===== src/rtl/fsc_pkg.sv =====
package fsc_pkg;
    typedef enum logic [3:0] {
        ST_RUN     = 4'd0,
        ST_IDLE    = 4'd1,
        ST_SQUASH  = 4'd2,
        ST_BLOCK   = 4'd3,
        ST_WRETRY  = 4'd4,
        ST_WRESP   = 4'd5,
        ST_DONE    = 4'd6,
        ST_TRAP    = 4'd7,
        ST_QUIESCE = 4'd8
    } fstat_e;

    localparam int NUM_STAGES = 4;
    localparam int STAT_W     = 4;
endpackage


===== src/rtl/fsc_stall_tracker.sv =====
module fsc_stall_tracker #(
    parameter int NS = 4
) (
    input  logic          clk,
    input  logic          rst_n,
    input  logic [NS-1:0] set_i,
    input  logic [NS-1:0] clr_i,
    output logic [NS-1:0] flags_q,
    output logic [NS-1:0] flags_next
);
    // set has precedence only formally; legal traffic never overlaps
    assign flags_next = (flags_q & ~clr_i) | set_i;

    always_ff @(posedge clk) begin
        if (!rst_n) flags_q <= '0;
        else        flags_q <= flags_next;
    end
endmodule


===== src/rtl/fsc_thread_fsm.sv =====
module fsc_thread_fsm
    import fsc_pkg::*;
#(
    parameter int          ADDR_W   = 32,
    parameter int          STEP     = 4,
    parameter logic [31:0] RESET_PC = 32'h100
) (
    input  logic              clk,
    input  logic              rst_n,
    input  logic              cmt_sq,
    input  logic [ADDR_W-1:0] cmt_tgt,
    input  logic              rob_sq,
    input  logic              dec_sq,
    input  logic [ADDR_W-1:0] dec_tgt,
    input  logic              stalled,
    input  logic              req_sent,
    input  logic              resp_ok,
    output fstat_e            st_q,
    output logic [ADDR_W-1:0] pc_q,
    output logic [ADDR_W-1:0] npc_q,
    output logic [ADDR_W-1:0] nnpc_q
);
    localparam logic [ADDR_W-1:0] STEP1 = ADDR_W'(STEP);
    localparam logic [ADDR_W-1:0] STEP2 = ADDR_W'(2 * STEP);
    localparam logic [ADDR_W-1:0] PC0   = ADDR_W'(RESET_PC);

    fstat_e            st_d;
    logic              redir;
    logic [ADDR_W-1:0] tgt;

    // next-state and redirect selection, priority order fixed
    always_comb begin
        st_d  = st_q;
        redir = 1'b0;
        tgt   = '0;
        if (cmt_sq) begin
            st_d  = ST_SQUASH;
            redir = 1'b1;
            tgt   = cmt_tgt;
        end else if (rob_sq) begin
            st_d = ST_SQUASH;
        end else if (dec_sq && st_q != ST_SQUASH) begin
            st_d  = ST_SQUASH;
            redir = 1'b1;
            tgt   = dec_tgt;
        end else if (stalled && st_q != ST_WRESP) begin
            st_d = ST_BLOCK;
        end else begin
            unique case (st_q)
                ST_BLOCK, ST_SQUASH: st_d = ST_RUN;
                ST_RUN:   if (req_sent) st_d = ST_WRESP;
                ST_WRESP: if (resp_ok)  st_d = stalled ? ST_BLOCK : ST_DONE;
                ST_DONE:  st_d = ST_RUN;
                default:  st_d = st_q;
            endcase
        end
    end

    // state register
    always_ff @(posedge clk) begin
        if (!rst_n) st_q <= ST_RUN;
        else        st_q <= st_d;
    end

    // PC triple register
    always_ff @(posedge clk) begin
        if (!rst_n) begin
            pc_q   <= PC0;
            npc_q  <= PC0 + STEP1;
            nnpc_q <= PC0 + STEP2;
        end else if (redir) begin
            pc_q   <= tgt;
            npc_q  <= tgt + STEP1;
            nnpc_q <= tgt + STEP2;
        end
    end
endmodule


===== src/rtl/fetch_status_ctl.sv =====
module fetch_status_ctl
    import fsc_pkg::*;
#(
    parameter int          NUM_THREADS = 2,
    parameter int          ADDR_W      = 32,
    parameter int          INST_BYTES  = 4,
    parameter logic [31:0] RESET_PC    = 32'h100
) (
    input  logic                          clk,
    input  logic                          rst_n,
    input  logic [NUM_THREADS-1:0]        thread_active,
    input  logic [NUM_THREADS-1:0]        blk_dec,
    input  logic [NUM_THREADS-1:0]        unblk_dec,
    input  logic [NUM_THREADS-1:0]        blk_ren,
    input  logic [NUM_THREADS-1:0]        unblk_ren,
    input  logic [NUM_THREADS-1:0]        blk_exe,
    input  logic [NUM_THREADS-1:0]        unblk_exe,
    input  logic [NUM_THREADS-1:0]        blk_cmt,
    input  logic [NUM_THREADS-1:0]        unblk_cmt,
    input  logic                          ctx_switch,
    input  logic [NUM_THREADS-1:0]        cmt_squash,
    input  logic [NUM_THREADS*ADDR_W-1:0] cmt_target,
    input  logic [NUM_THREADS-1:0]        rob_squashing,
    input  logic [NUM_THREADS-1:0]        dec_squash,
    input  logic [NUM_THREADS*ADDR_W-1:0] dec_target,
    input  logic [NUM_THREADS-1:0]        req_sent,
    input  logic [NUM_THREADS-1:0]        resp_ok,
    output logic [NUM_THREADS*4-1:0]      status,
    output logic [NUM_THREADS*ADDR_W-1:0] pc,
    output logic [NUM_THREADS*ADDR_W-1:0] npc,
    output logic [NUM_THREADS*ADDR_W-1:0] nnpc,
    output logic                          stage_active
);
    localparam int FW = NUM_THREADS * NUM_STAGES;

    logic [FW-1:0]          blk_all;
    logic [FW-1:0]          ublk_all;
    logic [FW-1:0]          stall_q;
    logic [FW-1:0]          stall_nx;
    fstat_e                 st [NUM_THREADS];

    for (genvar t = 0; t < NUM_THREADS; t++) begin : g_thr
        localparam int FB = t * NUM_STAGES;
        logic stalled;

        assign blk_all[FB +: NUM_STAGES]  = {blk_cmt[t], blk_exe[t], blk_ren[t], blk_dec[t]};
        assign ublk_all[FB +: NUM_STAGES] = {unblk_cmt[t], unblk_exe[t], unblk_ren[t], unblk_dec[t]};

        fsc_stall_tracker #(.NS(NUM_STAGES)) u_stall (
            .clk        (clk),
            .rst_n      (rst_n),
            .set_i      (blk_all[FB +: NUM_STAGES]),
            .clr_i      (ublk_all[FB +: NUM_STAGES]),
            .flags_q    (stall_q[FB +: NUM_STAGES]),
            .flags_next (stall_nx[FB +: NUM_STAGES])
        );

        assign stalled = ctx_switch | (|stall_nx[FB +: NUM_STAGES]);

        fsc_thread_fsm #(
            .ADDR_W   (ADDR_W),
            .STEP     (INST_BYTES),
            .RESET_PC (RESET_PC)
        ) u_fsm (
            .clk      (clk),
            .rst_n    (rst_n),
            .cmt_sq   (cmt_squash[t]),
            .cmt_tgt  (cmt_target[t*ADDR_W +: ADDR_W]),
            .rob_sq   (rob_squashing[t]),
            .dec_sq   (dec_squash[t]),
            .dec_tgt  (dec_target[t*ADDR_W +: ADDR_W]),
            .stalled  (stalled),
            .req_sent (req_sent[t]),
            .resp_ok  (resp_ok[t]),
            .st_q     (st[t]),
            .pc_q     (pc[t*ADDR_W +: ADDR_W]),
            .npc_q    (npc[t*ADDR_W +: ADDR_W]),
            .nnpc_q   (nnpc[t*ADDR_W +: ADDR_W])
        );

        assign status[t*STAT_W +: STAT_W] = st[t];
    end

    // output decode of stage activity
    always_comb begin
        stage_active = 1'b0;
        for (int t = 0; t < NUM_THREADS; t++) begin
            if (thread_active[t] &&
                (st[t] == ST_RUN || st[t] == ST_SQUASH || st[t] == ST_DONE))
                stage_active = 1'b1;
        end
    end
endmodule


===== config.mk =====
export PLATFORM = sky130hd
export DESIGN_NAME = fetch_status_ctl
export DESIGN_NICKNAME = d
export VERILOG_FILES = /design/src/rtl/fsc_pkg.sv /design/src/rtl/fsc_stall_tracker.sv /design/src/rtl/fsc_thread_fsm.sv /design/src/rtl/fetch_status_ctl.sv
export SDC_FILE = /design/constraint.sdc
export NUM_CORES = 1
export LEC_CHECK = 0
export BUFFER_PORTS_ARGS = -buffer_cell sky130_fd_sc_hd__buf_4
export CELL_PAD_IN_SITES_DETAIL_PLACEMENT = 1
export CELL_PAD_IN_SITES_GLOBAL_PLACEMENT = 2
export CORE_MARGIN = 10
export CORE_UTILIZATION = 28
export DETAILED_ROUTE_END_ITERATION = 8
export GPL_TIMING_DRIVEN = 0
export HOLD_SLACK_MARGIN = 0.03
export PLACE_DENSITY = 0.91
export SYNTH_ARGS = -nofsm -noshare
export SYNTH_HDL_FRONTEND = slang
export SYNTH_SLANG_ARGS = --single-unit

===== constraint.sdc =====
create_clock -name clk -period 4.7 [get_ports clk]
set_clock_uncertainty 0.05 [all_clocks]
set_input_delay 0 -clock clk [delete_from_list [all_inputs] [get_ports clk]]
set_output_delay 0 -clock clk [all_outputs]
set_load 0.01 [all_outputs]

Word level (Yosys, flattened, before mapping)
Cells that the tools add are included.

Flip-flop bits (word level): 208. Output and inout bits: 201. Bits of input ports: 159. Logic and storage cells: 113.

Bitwise operators: 9. Eq/ne operators: 24. $add $sub $neg: 4. Muxes and demuxes: 30. Reduce and logical (&&, ||, !) cells: 32.

Operators with widths (count): two-way mux 32 bit (6); adder 32 x 3 -> 32 bit (second input constant) (2); adder 32 x 4 -> 32 bit (second input constant) (2); != test 6 x 4 -> 1 bit (second input constant) (4); case mux 4 bit (3 select lines) (2); AND reduction 3 bit (6); == test 4 x 2 -> 1 bit (second input constant) (4); == test 4 x 3 -> 1 bit (second input constant) (4); two-way mux 2 bit (8); two-way mux 4 bit (4); OR reduction 4 bit (4); nonzero test 7 bit (2); != test 3 x 2 -> 1 bit (second input constant) (4); OR reduction 5 bit (2); bitwise AND 4 bit (2); logical NOT 4 bit (2); two-way mux 1 bit (8); != test 2 bit (second input constant) (4); != test 4 x 2 -> 1 bit (second input constant) (2); != test 4 x 3 -> 1 bit (second input constant) (2); inverter 4 bit (2); OR 4 bit (2); nonzero test 4 bit (2); logical AND 1 bit (6); other kinds (6) (13).

Logic depth before layout (Yosys ltp)
Gate-level depths: netlist (run 1).

Word-level depth: 12. Mapped depth: 16. Gate-level depth less buffers: 10.

By module
A second synthesis (run 1) with hierarchy kept.

Cells, all modules: 1364. Area total of the unflattened synthesis: 11068.1 um^2.

Modules (own cells, without submodules): fsc_thread_fsm (area each 5312.6 um^2, seq. area each 1881.8 um^2, times used 2, cells each 660); fsc_stall_tracker (area each 190.2 um^2, seq. area each 80.1 um^2, times used 2, cells each 16); fetch_status_ctl (area each 62.6 um^2, seq. area each 0.0 um^2, times used 1, cells each 12).

Least setup slack after synthesis (run 1)
OpenSTA, ideal clock, no wires.

Kind: flip-flop to flip-flop. Start: register g_thr[1].u_fsm.st_q[0]. End: register g_thr[1].u_fsm.npc_q[23]. Cell stages (with the launch flop): 17. Data arrival time: 3.270 ns. Setup slack: 1.294 ns. Buffers on the path: 6. Library setup time: 0.086 ns. Cells stage by stage: dfxtp_1 > buf_2 > or3b_1 > clkbuf_1 > a21oi_1 > buf_2 > buf_2 > buf_1 > nor2_1 > ha_1 > nand4_1 > a21oi_2 > nand4_2 > buf_4 > nor4_1 > xor2_1 > a211oi_1.

Longest elaborated chain between the ends: 6. Elaborated cells between the ends (all ways): 9.

RTL lines: start, declared (line fsc_thread_fsm.sv:18) `output fstat_e st_q,`; start signal, assigned (line fsc_thread_fsm.sv:62) `else st_q <= st_d;`; != test 4 x 2 -> 1 bit (line fsc_thread_fsm.sv:42) `end else if (dec_sq && st_q != ST_SQUASH) begin`; logical AND 1 bit (line fsc_thread_fsm.sv:42); two-way mux 32 bit (line fsc_thread_fsm.sv:42); two-way mux 32 bit (line fsc_thread_fsm.sv:40) `end else if (rob_sq) begin`; two-way mux 32 bit (line fsc_thread_fsm.sv:36) `if (cmt_sq) begin`; net g_thr[1].u_fsm.tgt[3] (line fsc_thread_fsm.sv:29) `logic [ADDR_W-1:0] tgt;`; adder 32 x 3 -> 32 bit (line fsc_thread_fsm.sv:73) `npc_q <= tgt + STEP1;`; end signal, assigned (line fsc_thread_fsm.sv:69) `npc_q <= PC0 + STEP1;`; end signal, assigned (line fsc_thread_fsm.sv:73); end, declared (line fsc_thread_fsm.sv:20) `output logic [ADDR_W-1:0] npc_q,`.

The timed path passes the listed nets, and every way through them passes these cells. A chain may end at the register's enable or synchronous reset.

Worst setup path in the final report (run 1)
Start: register g_thr[1].u_fsm.st_q[0]. End: register g_thr[1].u_fsm.nnpc_q[17].

Longest elaborated chain between the ends: 6. Elaborated cells between the ends (all ways): 9.

RTL lines: != test 4 x 2 -> 1 bit (line fsc_thread_fsm.sv:42); logical AND 1 bit (line fsc_thread_fsm.sv:42); two-way mux 32 bit (line fsc_thread_fsm.sv:42); two-way mux 32 bit (line fsc_thread_fsm.sv:40); two-way mux 32 bit (line fsc_thread_fsm.sv:36); net g_thr[1].u_fsm.tgt[3] (line fsc_thread_fsm.sv:29); adder 32 x 4 -> 32 bit (line fsc_thread_fsm.sv:74) `nnpc_q <= tgt + STEP2;`; end signal, assigned (line fsc_thread_fsm.sv:70) `nnpc_q <= PC0 + STEP2;`; end signal, assigned (line fsc_thread_fsm.sv:74); end, declared (line fsc_thread_fsm.sv:21) `output logic [ADDR_W-1:0] nnpc_q`.

The timed path passes the listed nets, and every way through them passes these cells.

==> impl_metrics.env, run 1 <==
export IMPL_status="finished, final reports clean"
export IMPL_synthTopCellsByArea="dfxtp_1, mux2i_1, nand2_1"
export IMPL_place_gp_congestion=0.919
export IMPL_fin_nets=1965
export IMPL_finalSetupViolCount=0
export IMPL_path_delay_family="buffers and inverters"
export IMPL_finalCritPeriodShare_pct=94.9
export IMPL_tightest_slew_ns=1.02
export IMPL_cp_arrival_ns=4.74
export IMPL_wl_per_cell_um=24.6
export IMPL_numPortBuffers=355
export IMPL_crit_path_start="g_thr[1].u_fsm.st_q[0]"
export IMPL_cp_endpoint="g_thr[1].u_fsm.nnpc_q[17]"
export IMPL_slew_violations=0
export IMPL_initial_core_util_pct=28.2
export IMPL_synthSimpleGateAreaFrac_pct=27.8
export IMPL_hp_class="in -> reg"
export IMPL_slew_headroom_pct=31.0
export IMPL_die_w_um=214
export IMPL_yosys_area_top_type="dfxtp_1"
export IMPL_fmax_mhz=224
export IMPL_power_density_nw_per_um2=294
export IMPL_yosys_warnings=0
export IMPL_antenna_found_initial=1
export IMPL_clkTransAtPathRegs_ns=0.08
export IMPL_synthFlopType="dfxtp_1"
export IMPL_hold_depth=4
export IMPL_gr_usage_all_layers_pct=23.8
export IMPL_tns_ns=0
export IMPL_grt_max_degree=20
export IMPL_setup_slack_ns=0.241
export IMPL_wirelength_mm=57.2
export IMPL_yosysSeqAreaShare_pct=37.1
export IMPL_max_stage_delay_ns=0.38
export IMPL_critPathMostFrequentCell="buf_2"
export IMPL_drv_cap=0
export IMPL_grt_pass1_wl_mm=84.0
export IMPL_synthAdderAreaFrac_pct=0.473
export IMPL_rsz0062_at_grt="false"
export IMPL_h_tree_depth=4
export IMPL_cts_sinks=196
export IMPL_ff2ff_path_depth=15
export IMPL_tritoncts="yes"
export IMPL_drive_above_1_share_pct=25.9
export IMPL_synth_async_reset_ratio_pct=0
export IMPL_dp_hpwl_mm=44.1
export IMPL_drc=0
export IMPL_syn_avg_cell_area_sq_um=8.09
export IMPL_ant_nets=0
export IMPL_syn2layout_area_growth_pct=48.3
export IMPL_cts_inserted_buffers=17
export IMPL_vias=12500
export IMPL_synth_top_family_by_area="simple AND/OR/NAND/NOR gates"
export IMPL_ctsLongestPathBuffers=2
export IMPL_path_class="reg -> reg"
export IMPL_row_count=71
export IMPL_dr_first_iter_drc_count=850
export IMPL_fp_dieH_um=214
export IMPL_vias_per_cell=5.39
export IMPL_ys_seq_elements=196
export IMPL_synth_area_mux_share_pct=7.57
export IMPL_fill_cells=4556
export IMPL_synth_compound_area_share_pct=17.4
export IMPL_grt_pass1_vias=13000
export IMPL_crit_cells=15
export IMPL_io_pins=360
export IMPL_place_ws_ns=-0.00402
export IMPL_r2r_start="g_thr[1].u_fsm.st_q[0]"
export IMPL_hold_viol_final=0
export IMPL_synth_top_area_share_pct=37.1
export IMPL_cp_end_kind="register"
export IMPL_synth_distinct_cells=85
export IMPL_worst_r2r_setup_slack_ns=0.24
export IMPL_crit_buf_inv=5
export IMPL_core_area_sq_um=37500
export IMPL_overflow=0
export IMPL_root_buffer="clkbuf_16"
export IMPL_fp_dieArea_sq_um=45900
export IMPL_cp_start_kind="register"
export IMPL_finalPower_mw=4.61
export IMPL_seqCellArea_sq_um=3920
export IMPL_multi_input_area_sq_um=6110
export IMPL_critPathSlowestCell="xnor2_1"
export IMPL_synth_area_sq_um=10600
export IMPL_drtPass1Iterations=5
export IMPL_syn_inst=1307
export IMPL_yosys_top_cells_count="dfxtp_1, nand2_1, nor2_1"
export IMPL_rr_endpoint="g_thr[1].u_fsm.nnpc_q[17]"
export IMPL_yosysMostFrequentCell="dfxtp_1"
export IMPL_insertion_delay_ns=0.46
export IMPL_ir_drop_v=0.000266
export IMPL_synthXorXnorAreaFrac_pct=4.47
export IMPL_cp_cell_sequence="buf_2 > or3b_1 > clkbuf_1 > a21oi_1 > buf_2 > buf_2 > nor2_1 > ha_1 > nand4_1 > a21oi_4 > nand4_2 > buf_4 > or2_1 > xnor2_1 > o21ai_0"
export IMPL_fin_crit_ns=4.46
export IMPL_cp_data_required_time_ns=4.98
export IMPL_cts_setup_buffers=0
export IMPL_synth_edf_count=0
export IMPL_p_leak_nw=6.58
export IMPL_worstPathMaxFanout=19
==> layout make-up <==
cell class	instances	area share, %
antenna	1	0.0160
buffer	97	2.98
clock buffer	17	2.71
clock inverter	15	0.950
inverter	21	0.503
multi-input combinational	992	39.0
sequential	196	25.0
tap	511	4.08
timing repair buffer	477	24.8
==> stage by stage <==
| step | instance area [sq um] | cells | hold WS, ns | util (%) |
|---|---|---|---|---|
| finish | 15700 | 2327 | 0.0330 | 41.8 |
| global route | 15700 | 2327 | 0.0548 | 41.8 |
| CTS | 15700 | 2327 | 0.0309 | 41.8 |
| detailed placement | 13900 | 2174 | 0.176 | 37.0 |
| global placement | 13900 | 2174 | 0.168 | 37.0 |
| floorplan | 10600 | 1308 | 0.0707 | - |
==> logic make-up (layout without fill, tap and decap cells) <==
| logic type | count (synthesis) | count (layout) |
|---|---|---|
| flip-flops | 196 | 196 |
| AND/OR/NAND/NOR | 571 | 571 |
| XOR/XNOR | 54 | 54 |
| multiplexers | 78 | 78 |
| buffers and inverters | 120 | 627 |
| other | 1 | 3 |
| AO/OA/AOI/OAI | 283 | 283 |
| adder cells (fa/ha/maj) | 4 | 4 |
==> registers in the layout, indices dropped and copies added (netlist names) <==
register and cells:
g_thr.u_fsm.nnpc_q 64, g_thr.u_fsm.npc_q 60, g_thr.u_fsm.pc_q 58, g_thr.u_fsm.st_q 6
g_thr.u_stall.flags_q 8
==> worst min-delay path: cells and delay by family <==
family	cells	cell delay [ns]
XOR/XNOR	1	0.19
multiplexers	1	0.14
buffers and inverters	1	0.10
AO/OA/AOI/OAI	1	0.06
==> routing by layer <==
layer	global-route usage [%]	routed length [um]
met5	0	0
met4	10.2	2310
met3	5.05	3970
met2	39.0	26800
met1	29.6	24100
==> power breakdown <==
part / switching [mW] / internal [mW] / total, mW
combinational: 0.691 / 0.529 / 1.22
clock: 0.765 / 0.747 / 1.51
sequential: 0.0860 / 1.80 / 1.88
total: 1.54 / 3.07 / 4.61
==> layout by cell type, fill, tap and decap left out, types with 7 or more instances in the layout <==
cell	Yosys	layout
buf_4	17	372
dfxtp_1	196	196
nand2_1	151	151
nor2_1	130	130
dlygate4sd3_1	0	122
a21oi_1	92	92
nand3_1	88	88
mux2i_1	64	64
o21ai_0	54	54
clkbuf_1	51	51
nor3_1	49	49
a211oi_1	43	43
xor2_1	32	32
nand4_1	27	27
xnor2_1	22	22
nor2b_1	21	21
inv_1	19	19
buf_2	18	18
and3_1	17	17
nand3b_1	17	17
clkbuf_16	0	17
a22oi_1	13	13
mux2_2	13	13
nor4_1	12	12
buf_1	11	8
a21o_1	8	8
o211ai_1	8	8
o21a_1	8	8
and2_1	7	7
==> how the worst min path moves through the flow <==
| stage | startpoint | to | slack [ns] |
|---|---|---|---|
| 2_1_floorplan | blk_exe[1] | g_thr[1].u_stall.flags_q[2] | 0.07 |
| 3_3_place_gp | blk_dec[1] | g_thr[1].u_stall.flags_q[0] | 0.17 |
| 3_5_place_dp | blk_ren[1] | g_thr[1].u_stall.flags_q[1] | 0.18 |
| 4_1_cts | cmt_target[11] | g_thr[0].u_fsm.pc_q[11] | 0.03 |
| 5_1_grt | cmt_target[13] | g_thr[0].u_fsm.npc_q[13] | 0.05 |
| 6_report | cmt_target[13] | g_thr[0].u_fsm.npc_q[13] | 0.03 |
==> repair_timing <==
item                                   4_1_cts  5_1_grt
endpoints found under the hold margin       91        0
hold buffers                               122        0
gates resized for setup                      0        2
setup endpoints to repair                    1        4
Power figures use the tool's default switching activity.
==> run 2, diff against run 1 <==
--- a/config.mk
+++ b/config.mk
@@ -6,10 +6,8 @@
 export NUM_CORES = 1
 export LEC_CHECK = 0
 export BUFFER_PORTS_ARGS = -buffer_cell sky130_fd_sc_hd__buf_4
-export CELL_PAD_IN_SITES_DETAIL_PLACEMENT = 1
-export CELL_PAD_IN_SITES_GLOBAL_PLACEMENT = 2
 export CORE_MARGIN = 10
-export CORE_UTILIZATION = 28
+export CORE_UTILIZATION = 50
 export DETAILED_ROUTE_END_ITERATION = 8
 export GPL_TIMING_DRIVEN = 0
 export HOLD_SLACK_MARGIN = 0.03
==> run 2 against run 1 <==
Compared with the run above: final area decreased by 3.6%; highest routed layer unchanged; worst hold slack lost 0.017 ns; power is 1.4% lower; combinational power fell by 3%; sequential power about the same; die area down 40%; sequential share of layout area up 0.93 points; via count grew 2.5%.
==> impl_metrics.env, run 2 (synthesized netlist as in run 1, its figures left out) <==
export IMPL_grt_max_degree=18
export IMPL_antenna_found_initial=0
export IMPL_cp_start_kind="register"
export IMPL_dr_first_iter_drc_count=1727
export IMPL_hp_class="in -> reg"
export IMPL_drv_cap=0
export IMPL_largest_register="g_thr.u_fsm.nnpc_q"
export IMPL_place_gp_congestion=1.01
export IMPL_status="finished, final reports clean"
export IMPL_initial_core_util_pct=50.6
export IMPL_hold_path_startpoint="cmt_target[12]"
export IMPL_cp_data_required_time_ns=5.00
export IMPL_ant_nets=0
export IMPL_drive_above_1_share_pct=26.1
export IMPL_min_to="g_thr[0].u_fsm.npc_q[12]"
export IMPL_drc=0
export IMPL_place_ws_ns=0.291
export IMPL_rsz0062_at_grt="false"
export IMPL_numPortBuffers=355
export IMPL_fin_crit_ns=4.46
export IMPL_rr_endpoint="g_thr[0].u_fsm.npc_q[26]"
export IMPL_worst_r2r_setup_slack_ns=0.24
export IMPL_worstPathMaxFanout=10
export IMPL_p_leak_nw=6.48
export IMPL_largest_reg_flops=64
export IMPL_gr_usage_all_layers_pct=34.9
export IMPL_overflow=0
export IMPL_wl_per_cell_um=24.3
export IMPL_cts_sinks=196
export IMPL_fp_dieArea_sq_um=27400
export IMPL_syn2layout_area_growth_pct=43.0
export IMPL_mostFrequentLayoutCell="buf_4"
export IMPL_hold_depth=4
export IMPL_slew_headroom_pct=21.7
export IMPL_power_density_nw_per_um2=301
export IMPL_fp_dieH_um=165
export IMPL_insertion_delay_ns=0.45
export IMPL_max_stage_delay_ns=0.62
export IMPL_setup_slack_ns=0.241
export IMPL_h_tree_depth=4
export IMPL_fin_nets=1940
export IMPL_ctsLongestPathBuffers=2
export IMPL_cts_setup_buffers=0
export IMPL_mostFrequentLayoutCells="buf_4, dfxtp_1, nand2_1, nor2_1, dlygate4sd3_1"
export IMPL_ir_drop_v=0.000288
export IMPL_grt_pass1_vias=12800
export IMPL_cp_end_kind="register"
export IMPL_row_count=53
export IMPL_core_area_sq_um=20900
export IMPL_tritoncts="yes"
export IMPL_grt_pass1_wl_mm=73.9
export IMPL_dp_hpwl_mm=37.7
export IMPL_tns_ns=0
export IMPL_tightest_slew_ns=1.16
export IMPL_ff2ff_path_depth=13
export IMPL_finalCritPeriodShare_pct=94.9
export IMPL_io_pins=360
export IMPL_vias=12900
export IMPL_critPathSlowestCell="nand3b_1"
export IMPL_die_w_um=165
export IMPL_root_buffer="clkbuf_16"
export IMPL_wirelength_mm=50.2
export IMPL_vias_per_cell=6.22
export IMPL_fmax_mhz=224
export IMPL_r2r_start="g_thr[0].u_fsm.st_q[0]"
export IMPL_clkTransAtPathRegs_ns=0.08
export IMPL_critPathMostFrequentCell="buf_2"
export IMPL_cp_arrival_ns=4.76
export IMPL_cts_inserted_buffers=17
export IMPL_slew_violations=0
export IMPL_top_regs="g_thr.u_fsm.nnpc_q x64, g_thr.u_fsm.npc_q x60, g_thr.u_fsm.pc_q x58"
export IMPL_path_class="reg -> reg"
export IMPL_drtPass1Iterations=8
export IMPL_finalSetupViolCount=0
export IMPL_cp_cell_sequence="buf_2 > nor4b_4 > or3_1 > clkbuf_1 > buf_2 > buf_1 > nor2_1 > ha_1 > o21ai_0 > nand3b_1 > nor4_1 > xor2_1 > a211oi_1"
export IMPL_hold_viol_final=0
[run 2: worst max-delay path, delay by kind of cell (launching register included)]
kind	cells	cell delay [ns]
AND/OR/NAND/NOR	5	1.74
buffers and inverters	4	1.21
AO/OA/AOI/OAI	2	0.56
flip-flops	1	0.32
adder cells (fa/ha/maj)	1	0.28
XOR/XNOR	1	0.19
[run 2: layout make-up]
class	count	area [sq um]
inverters	21	78.8
repair buffers	451	3630
well taps	275	344
clock inverters	12	119
clock buffers	20	457
multi-input cells	992	6100
fillers	1711	5770
diodes	1	2.50
flip-flops and latches	196	3920
plain buffers	98	469
[run 2: metrics by stage]
step / hold slack (ns) / std cells / util [%] / instance area, sq um / total power, mW
after floorplan: 0.0707 / 1308 / - / 10600 / 2.42
after global placement: 0.167 / 1938 / 65.0 / 13600 / 2.96
after detailed placement: 0.180 / 1938 / 65.0 / 13600 / 2.98
after CTS: 0.0314 / 2066 / 72.4 / 15100 / 4.50
after global routing: 0.0527 / 2065 / 72.4 / 15100 / 4.68
final: 0.0165 / 2066 / 72.4 / 15100 / 4.55
[run 2: routing by layer]
| layer | global-route usage (%) | up-vias | share of wire, % |
|---|---|---|---|
| met1 | 42.5 | 6044 | 37 |
| met5 | 0 | - | 0 |
| met2 | 55.1 | 949 | 45 |
| met3 | 8.73 | 231 | 12 |
| li1 | - | 5636 | - |
| met4 | 19.8 | 0 | 6.6 |
[run 2: worst max-delay path by stage]
stage | start | to | slack [ns] | cells after the start
2_1_floorplan | g_thr[1].u_fsm.st_q[0] | g_thr[1].u_fsm.npc_q[23] | 1.29 | 16
3_3_place_gp | cmt_squash[1] | g_thr[1].u_fsm.nnpc_q[17] | 0.31 | 16
3_5_place_dp | g_thr[1].u_fsm.st_q[0] | g_thr[1].u_fsm.npc_q[15] | 0.29 | 16
4_1_cts | g_thr[1].u_fsm.st_q[0] | g_thr[1].u_fsm.nnpc_q[11] | 0.10 | 16
5_1_grt | g_thr[1].u_fsm.st_q[1] | g_thr[1].u_fsm.nnpc_q[11] | 0.07 | 14
6_report | g_thr[0].u_fsm.st_q[0] | g_thr[0].u_fsm.npc_q[26] | 0.24 | 13
[run 2: power by group]
| part | total [mW] | internal (mW) | switching, mW |
|---|---|---|---|
| registers | 1.88 | 1.80 | 0.0880 |
| logic | 1.18 | 0.512 | 0.663 |
| clock network | 1.49 | 0.770 | 0.720 |
[run 2: what timing repair did]
item                                   4_1_cts  5_1_grt
hold buffers                                96        0
endpoints found under the hold margin       63        0
gates resized for setup                      0        0
setup endpoints to repair                    0        5
